<file path="src/rtl/tmr_pkg.sv">
package tmr_pkg;
   localparam int BYTE_W = 8;

   typedef enum logic [1:0] {
      ACC_NONE = 2'b00,
      ACC_LO   = 2'b01,
      ACC_HI   = 2'b10,
      ACC_WORD = 2'b11
   } acc_e;

   typedef enum logic [1:0] {
      K_TERM,
      K_RATE,
      K_SQUARE
   } kind_e;

   typedef struct packed {
      logic [1:0] sel;
      acc_e       acc;
      logic [2:0] mode;
      logic       bcd;
   } ctrl_t;

   function automatic kind_e mode_kind(input logic [2:0] m);
      if (m == 3'd0)
         return K_TERM;
      else if (m[1:0] == 2'b11)
         return K_SQUARE;
      else
         return K_RATE;
   endfunction
endpackage

</file>
<file path="src/rtl/tmr_regif.sv">
module tmr_regif
   import tmr_pkg::*;
#(
   parameter int NUM_CH = 3,
   parameter int CNT_W  = 16
) (
   input  logic                    clk,
   input  logic                    rst_n,
   input  logic [1:0]              addr,
   input  logic [BYTE_W-1:0]       wdata,
   input  logic                    wr_en,
   input  logic                    rd_en,
   input  logic [NUM_CH*CNT_W-1:0] reload_all,
   output logic [BYTE_W-1:0]       rdata,
   output logic [NUM_CH-1:0]       wr_lo,
   output logic [NUM_CH-1:0]       wr_hi,
   output logic [NUM_CH-1:0]       cfg_set,
   output logic [2:0]              cfg_mode
);
   localparam logic [1:0] CTRL_OFS = 2'd3;

   ctrl_t      ctrl_q;
   logic       hi_phase_q;
   ctrl_t      wctrl;
   logic [1:0] wsel;
   logic       is_ctrl;
   logic       ctr_hit;
   logic       use_hi;
   logic       byte_ok;

   assign wctrl    = ctrl_t'(wdata);
   assign wsel     = (wctrl.sel == 2'd3) ? 2'd0 : wctrl.sel;
   assign cfg_mode = wctrl.mode;
   assign is_ctrl  = (addr == CTRL_OFS);
   assign ctr_hit  = !is_ctrl && (int'(addr) < NUM_CH);
   assign byte_ok  = (ctrl_q.acc != ACC_NONE);

   always_comb begin
      case (ctrl_q.acc)
         ACC_HI:   use_hi = 1'b1;
         ACC_WORD: use_hi = hi_phase_q;
         default:  use_hi = 1'b0;
      endcase
   end

   always_ff @(posedge clk) begin
      if (!rst_n) begin
         ctrl_q     <= '0;
         hi_phase_q <= 1'b0;
      end else if (wr_en && is_ctrl) begin
         ctrl_q     <= wctrl;
         hi_phase_q <= 1'b0;
      end else if ((wr_en || rd_en) && ctr_hit && ctrl_q.acc == ACC_WORD) begin
         hi_phase_q <= 1'b1;
      end
   end

   for (genvar c = 0; c < NUM_CH; c++) begin : g_dec
      logic hit;
      assign hit        = ctr_hit && (addr == 2'(c));
      assign wr_lo[c]   = wr_en && hit && byte_ok && !use_hi;
      assign wr_hi[c]   = wr_en && hit && byte_ok && use_hi;
      assign cfg_set[c] = wr_en && is_ctrl && (wsel == 2'(c));
   end

   always_comb begin
      rdata = '0;
      if (is_ctrl) begin
         rdata = ctrl_q;
      end else begin
         for (int c = 0; c < NUM_CH; c++) begin
            if (ctr_hit && byte_ok && addr == 2'(c))
               rdata = use_hi ? reload_all[c*CNT_W+BYTE_W +: BYTE_W]
                              : reload_all[c*CNT_W +: BYTE_W];
         end
      end
   end
endmodule

</file>
<file path="src/rtl/tmr_channel.sv">
module tmr_channel
   import tmr_pkg::*;
#(
   parameter int CNT_W = 16
) (
   input  logic              clk,
   input  logic              rst_n,
   input  logic              tick,
   input  logic              wr_lo,
   input  logic              wr_hi,
   input  logic              cfg_set,
   input  logic [2:0]        cfg_mode,
   input  logic [BYTE_W-1:0] wdata,
   output logic [CNT_W-1:0]  reload_o,
   output logic              is_term_o,
   output logic              tc_o,
   output logic              out_o
);
   localparam int HALF = CNT_W / 2;
   localparam logic [CNT_W-1:0] ONE = CNT_W'(1);

   logic [CNT_W-1:0] reload_q;
   logic [CNT_W-1:0] cnt_q;
   logic [2:0]       mode_q;
   logic             tc_seen_q;
   logic             active;
   logic             at_end;
   kind_e            kind;

   assign active    = (reload_q != '0);
   assign at_end    = (cnt_q <= ONE);
   assign tc_o      = tick && active && at_end && !wr_hi;
   assign kind      = mode_kind(mode_q);
   assign is_term_o = (kind == K_TERM);
   assign reload_o  = reload_q;

   always_ff @(posedge clk) begin
      if (!rst_n) begin
         reload_q  <= '0;
         cnt_q     <= '0;
         mode_q    <= 3'd2;
         tc_seen_q <= 1'b0;
      end else begin
         if (wr_lo)
            reload_q[HALF-1:0] <= wdata;
         if (wr_hi) begin
            reload_q[CNT_W-1:HALF] <= wdata;
            cnt_q                  <= {wdata, reload_q[HALF-1:0]};
            tc_seen_q              <= 1'b0;
         end else if (tick && active) begin
            cnt_q <= at_end ? reload_q : cnt_q - ONE;
         end
         if (tc_o)
            tc_seen_q <= 1'b1;
         if (cfg_set) begin
            mode_q    <= cfg_mode;
            tc_seen_q <= 1'b0;
         end
      end
   end

   always_comb begin
      case (kind)
         K_TERM:   out_o = tc_seen_q;
         K_SQUARE: out_o = !active || (cnt_q > (reload_q >> 1));
         default:  out_o = !(active && cnt_q == ONE);
      endcase
   end
endmodule

</file>
<file path="src/rtl/tmr_irq.sv">
module tmr_irq #(
   parameter int                NUM_CH   = 3,
   parameter logic [NUM_CH-1:0] IRQ_MASK = NUM_CH'(1)
) (
   input  logic              clk,
   input  logic              rst_n,
   input  logic [NUM_CH-1:0] tc,
   input  logic [NUM_CH-1:0] is_term,
   input  logic [NUM_CH-1:0] cfg_set,
   input  logic              ack,
   output logic              irq
);
   logic [NUM_CH-1:0] pend_q;

   for (genvar c = 0; c < NUM_CH; c++) begin : g_pend
      logic arm;
      assign arm = tc[c] && is_term[c] && IRQ_MASK[c];
      always_ff @(posedge clk) begin
         if (!rst_n)
            pend_q[c] <= 1'b0;
         else if (cfg_set[c])
            pend_q[c] <= 1'b0;
         else if (arm)
            pend_q[c] <= 1'b1;
         else if (ack)
            pend_q[c] <= 1'b0;
      end
   end

   assign irq = |(pend_q & IRQ_MASK);
endmodule

</file>
<file path="src/rtl/triple_interval_timer.sv">
module triple_interval_timer
   import tmr_pkg::*;
#(
   parameter int NUM_CH = 3,
   parameter int CNT_W  = 16
) (
   input  logic              clk,
   input  logic              rst_n,
   input  logic [1:0]        bus_addr,
   input  logic [7:0]        bus_wdata,
   input  logic              bus_wr,
   input  logic              bus_rd,
   output logic [7:0]        bus_rdata,
   input  logic              count_en,
   input  logic              irq_ack,
   output logic [NUM_CH-1:0] timer_out,
   output logic              irq
);
   localparam int RL_W = NUM_CH * CNT_W;

   if (NUM_CH < 1 || NUM_CH > 3) begin : g_bad_ch
      $error("NUM_CH must be between 1 and 3");
   end
   if (CNT_W != 2 * BYTE_W) begin : g_bad_w
      $error("CNT_W must be twice the byte width");
   end

   logic [RL_W-1:0]   reload_all;
   logic [NUM_CH-1:0] wr_lo, wr_hi, cfg_set, tc, is_term;
   logic [2:0]        cfg_mode;

   tmr_regif #(.NUM_CH(NUM_CH), .CNT_W(CNT_W)) u_regif (
      .clk        (clk),
      .rst_n      (rst_n),
      .addr       (bus_addr),
      .wdata      (bus_wdata),
      .wr_en      (bus_wr),
      .rd_en      (bus_rd),
      .reload_all (reload_all),
      .rdata      (bus_rdata),
      .wr_lo      (wr_lo),
      .wr_hi      (wr_hi),
      .cfg_set    (cfg_set),
      .cfg_mode   (cfg_mode)
   );

   for (genvar c = 0; c < NUM_CH; c++) begin : g_ch
      tmr_channel #(.CNT_W(CNT_W)) u_ch (
         .clk       (clk),
         .rst_n     (rst_n),
         .tick      (count_en),
         .wr_lo     (wr_lo[c]),
         .wr_hi     (wr_hi[c]),
         .cfg_set   (cfg_set[c]),
         .cfg_mode  (cfg_mode),
         .wdata     (bus_wdata),
         .reload_o  (reload_all[c*CNT_W +: CNT_W]),
         .is_term_o (is_term[c]),
         .tc_o      (tc[c]),
         .out_o     (timer_out[c])
      );
   end

   tmr_irq #(.NUM_CH(NUM_CH), .IRQ_MASK(NUM_CH'(1))) u_irq (
      .clk     (clk),
      .rst_n   (rst_n),
      .tc      (tc),
      .is_term (is_term),
      .cfg_set (cfg_set),
      .ack     (irq_ack),
      .irq     (irq)
   );
endmodule

</file>
<file path="config.mk">
export PLATFORM = sky130hd
export DESIGN_NAME = triple_interval_timer
export DESIGN_NICKNAME = d
export VERILOG_FILES = /design/src/rtl/tmr_pkg.sv /design/src/rtl/tmr_regif.sv /design/src/rtl/tmr_channel.sv /design/src/rtl/tmr_irq.sv /design/src/rtl/triple_interval_timer.sv
export SDC_FILE = /design/constraint.sdc
export NUM_CORES = 1
export LEC_CHECK = 0
export BUFFER_PORTS_ARGS = -buffer_cell sky130_fd_sc_hd__clkbuf_2
export CAP_MARGIN = 10
export CORE_MARGIN = 2
export CORE_UTILIZATION = 45
export DETAILED_ROUTE_END_ITERATION = 7
export GPL_ROUTABILITY_DRIVEN = 0
export PLACE_DENSITY = 0.6
export SETUP_SLACK_MARGIN = 0.1
export SLEW_MARGIN = 40
export SYNTH_ARGS = -nofsm -noshare
export SYNTH_HDL_FRONTEND = slang
export SYNTH_HIERARCHICAL = 1
export SYNTH_SLANG_ARGS = --single-unit
</file>
<file path="constraint.sdc">
create_clock -name clk -period 2.8 [get_ports clk]
set_clock_uncertainty 0.15 [all_clocks]
set_input_delay 0.28 -clock clk [delete_from_list [all_inputs] [get_ports clk]]
set_output_delay 0.28 -clock clk [all_outputs]
set_load 0.05 [all_outputs]
</file>
==> results of run 1 <==
-- layout by cell type (no fill, tap or decap), drive strengths merged, types with 22 or more instances in the layout --
master and instances:
dfxtp 118, nor2 108, nand2 94, mux2i 75, inv 73, buf 69
a21oi 64, ha 53, o21ai 42, clkbuf 36, nor4 33, and3 31
nor3 29, a21boi 28, nand3 22
-- sequential cells by signal (all words and copies together), names as in the netlist --
name / flops
g_ch.u_ch/cnt_q: 48
g_ch.u_ch/reload_o: 48
g_ch.u_ch/mode_q: 9
u_regif/ctrl_q: 8
g_ch.u_ch/tc_seen_q: 3
u_irq/irq: 1
u_regif/hi_phase_q: 1
-- power breakdown --
group | switching (uW) | internal [uW] | total [uW]
registers | 38.1 | 1700 | 1740
clock network | 854 | 1430 | 2280
logic | 626 | 427 | 1050
total | 1520 | 3560 | 5080
-- per-layer routing --
layer  vias up  share of wire [%]  wire (um)
li1       3944                  -          -
met3        59                7.5       2060
met1      3981                 44      11900
met2       382                 46      12500
met5         -                  0          0
met4         0                3.0        822
-- worst min path at each step --
stage,endpoint,slack (ns),cells after the start
final,u_regif/hi_phase_q,0.09,3
after global routing,u_regif/hi_phase_q,0.08,3
after CTS,u_regif/hi_phase_q,0.06,3
after detailed placement,u_regif/ctrl_q[7],0.31,2
after global placement,u_regif/ctrl_q[7],0.30,2
after floorplan,u_regif/hi_phase_q,0.27,2
-- through the flow --
| stage | instances | hold WS [ns] | TNS (ns) | instance area, um2 |
|---|---|---|---|---|
| after global routing | 1327 | 0.0803 | -0.0350 | 9750 |
| after CTS | 1323 | 0.0606 | 0 | 9660 |
| after global placement | 1279 | 0.302 | 0 | 8850 |
| after detailed placement | 1279 | 0.308 | 0 | 8850 |
| after floorplan | 1026 | 0.268 | 0 | 8230 |
| final | 1327 | 0.0938 | 0 | 9750 |
-- layout make-up --
cell class / count / area (um2) / share of cell area, %
clock buffer: 18 / 439 / 4.50
multi-input combinational: 787 / 5400 / 55.4
sequential: 118 / 2420 / 24.8
clock inverter: 14 / 175 / 1.80
timing repair buffer: 88 / 752 / 7.71
inverter: 73 / 278 / 2.85
tap: 229 / 287 / 2.94
-- repair_timing --
action,4_1_cts,5_1_grt
pin swaps,14,8
setup buffers,11,4
hold buffers,1,0
endpoints found under the hold margin,1,0
setup endpoints to repair,4,9
gates resized for setup,39,27
-- worst max-delay path: stages, from the launching register on --
cell and delay [ns]:
dfxtp_2 0.35, or4_4 0.58, nor4_4 0.30, a32oi_1 0.15, a31oi_1 0.22, o21ai_2 0.12
buf_8 0.17
==> run summary, run 1 <==
Final min period: 2.74 ns
busiest grt layer: met2
maximum VDD drop: 0.426 mV
first-pass GRT wire length: 42700 um
Die Y: 139 um
r2r endpoint: g_ch[1].u_ch/cnt_q[7]
clock sink count: 118
layout cells sized above 1: 18.3%
Fin. Hold Viols: 0
final core occ: 54.3%
maximum clock insertion buffer count: 2
Mapped Area: 8230 um2
CTS Buf Count: 17
Inserted Diodes: 0
PD cells: 520 nW/um2
RSZ-0062 raised after global routing: true
cells after synthesis: 1026
Worst EP arrival: 2.31 ns
Root Buffer: clkbuf_16
total length of routed wires: 27300 um
Die X: 139 um
Critical Path Fanout Max: 6
R2R cell count: 6
Initial Utilization: 45.8%
end point of the critical path: timer_out[1]
Final Worst Setup Slack: 0.0591 ns
Max-slew headroom: 55.7%
vias per inst: 6.30
initial antenna violation count: 0
worst-margin pin slew: 0.663 ns
Final setup viols: 0
routed length per instance: 20.6 um
largest net degree at the start of global routing: 34
outcome: complete, no violations
Max Slew Vio Count: 0
Worst Setup SP: g_ch[1].u_ch/cnt_q[9]
CP Data Required Time: 2.37 ns
Min-Delay Startpoint: bus_rd
startpoint class of the critical path: flip-flop
vias in the first global route: 7597
R2R Setup Slk: 0.29 ns
I/O pin count: 28
syn_nets: 1095
I/O Buffers: 27
DR pass1 iterations: 6
Ys Warns: 6
full die area: 19400 um2
DRC: 0
Reg clk slew, reported paths: 0.06 ns
initial drt markers: 901
worst min path class: input pin to flip-flop
grt met2 use: 44.4%
Setup crit end kind: output pin
max-cap check violation count: 0
Core Region: 18000 um2
row cnt: 49
Final #Nets: 1154
pre-CTS setup slack: 0.281 ns
M3 GR Usage: 4.99%
overall power: 5080 uW
Leakage: 0.00398 uW
max frequency: 0.365 GHz
CTS tree: done
All-Layer GR Usage: 27.8%
Congestion Overflow GR: 0
critical path class: flip-flop to output pin
Syn Area/Cell: 8.03 um2
DP Wirelength: 19300 um
Antenna Nets Post-Route: 0
number of H-tree levels: 4
# fillers: 1700
clk_lat worst skew: 0.42 ns
GR Util met1: 37.8%
via count: 8366
reg2reg start: g_ch[1].u_ch/cnt_q[0]
Layout area overhead: 18.5%
period utilization: 97.9%
No activity file was read; power rests on OpenSTA's default activity.
==> run 2, diff against run 1 <==
CORE_UTILIZATION = 55   (was 45)
CTS_CLUSTER_SIZE = 25   (was default)
PLACE_DENSITY = 0.71   (was 0.6)
==> run summary, run 2 (synthesis results as in run 1) <==
final core occ: 66.3%
full die area: 16000 um2
clock sink count: 118
Final #Nets: 1146
commonest non-fill, non-tap cell in the layout: nor2_1
via count: 8416
hold_ws: 0.0695 ns
Critical Path Fanout Max: 4
startpoint class of the critical path: flip-flop
Worst EP arrival: 2.32 ns
Setup crit end kind: output pin
Final setup viols: 0
first-pass GRT wire length: 42000 um
Inserted Diodes: 0
row cnt: 44
All-Layer GR Usage: 33.0%
max frequency: 0.364 GHz
CTS tree: done
Core Region: 14600 um2
Final min period: 2.75 ns
Max Slew Vio Count: 0
CP top delay family: simple AND/OR/NAND/NOR gates
PD cells: 532 nW/um2
worst min path class: input pin to flip-flop
critical path class: flip-flop to output pin
vias in the first global route: 7709
Reg clk slew, reported paths: 0.06 ns
grt met2 use: 48.7%
most frequent cells in the layout: nor2_1 (107), nand2_1 (94), dfxtp_1 (90)
maximum VDD drop: 0.489 mV
initial antenna violation count: 0
Congestion Overflow GR: 0
Bufs and invs on worst path: 1
layout cells sized above 1: 17.1%
slowest CP cell: or4_4
outcome: complete, no violations
clk_lat worst skew: 0.42 ns
I/O pin count: 28
vias per inst: 6.61
DP Wirelength: 18600 um
Root Buffer: clkbuf_16
number of H-tree levels: 4
period utilization: 98.1%
M3 GR Usage: 7.63%
Layout area overhead: 17.4%
Fin. Hold Viols: 0
cell breakdown of the critical path: or4_4 -> nor4_4 -> a32oi_2 -> a31oi_1 -> o21ai_2 -> buf_8
DRC: 0
largest net degree at the start of global routing: 45
Leakage: 0.00396 uW
max-cap check violation count: 0
initial drt markers: 1299
Max-slew headroom: 43.3%
Die X: 126 um
RSZ-0062 raised after global routing: true
worst-margin pin slew: 0.842 ns
GR Util met1: 47.4%
CP Data Required Time: 2.37 ns
Antenna Nets Post-Route: 0
Initial Utilization: 56.4%
maximum clock insertion buffer count: 2
busiest grt layer: met2
DR pass1 iterations: 6
total length of routed wires: 26800 um
CP peak stage delay: 0.57 ns
routed length per instance: 21.0 um
Die Y: 126 um
CTS Buf Count: 17
I/O Buffers: 27
## run 2: worst paths after layout
kind | slack (ns) | to | from | cells past startpoint
max | 0.05 | timer_out[2] | g_ch[2].u_ch/cnt_q[11] | 6
min | 0.07 | u_regif/hi_phase_q | bus_rd | 3
max reg2reg | 0.27 | g_ch[0].u_ch/cnt_q[7] | g_ch[0].u_ch/cnt_q[0] | 6
min reg2reg | 0.32 | u_regif/ctrl_q[3] | u_regif/ctrl_q[3] | 2
## run 2: tightest hold or removal path: cells and delay by family
kind | cells | cell delay (ns)
compound gates | 2 | 0.23
buf+inv | 1 | 0.09
## run 2: cell type report
class | instances | area [um2]
clock inverters | 8 | 146
flip-flops and latches | 118 | 2410
inverters | 73 | 278
fillers | 1220 | 4920
multi-input cells | 787 | 5450
well taps | 184 | 230
repair buffers | 80 | 682
clock buffers | 23 | 478
## run 2: power breakdown
| part | leakage (uW) | internal, uW | switching [uW] | total (uW) |
|---|---|---|---|---|
| clock | 0.000303 | 1550 | 792 | 2350 |
| combinational | 0.00269 | 422 | 640 | 1060 |
| sequential | 0.000967 | 1700 | 36.7 | 1740 |
| total | 0.00396 | 3680 | 1470 | 5150 |
## run 2: metrics by stage
stage	worst slack (ns)	area, um2	power [uW]	TNS [ns]	instances
2_1_floorplan	0.133	8230	2490	0	1026
3_3_place_gp	0.361	8760	2740	0	1230
3_5_place_dp	0.307	8760	2750	0	1230
4_1_cts	0.0477	9560	5110	0	1271
5_1_grt	-0.0346	9670	5310	-0.0793	1273
6_report	0.0543	9670	5150	0	1273
## run 2: routing by layer
| metal | wire (um) | vias to the layer above |
|---|---|---|
| li1 | - | 3920 |
| met1 | 11400 | 3934 |
| met2 | 11700 | 479 |
| met3 | 2900 | 83 |
| met4 | 791 | 0 |
| met5 | 0 | - |
## run 2: timing repair
item | 4_1_cts | 5_1_grt
endpoints found under the hold margin | 1 | 0
setup buffers | 9 | 2
gates resized for setup | 36 | 29
setup endpoints to repair | 6 | 8
hold buffers | 1 | 0
pin swaps | 15 | 9
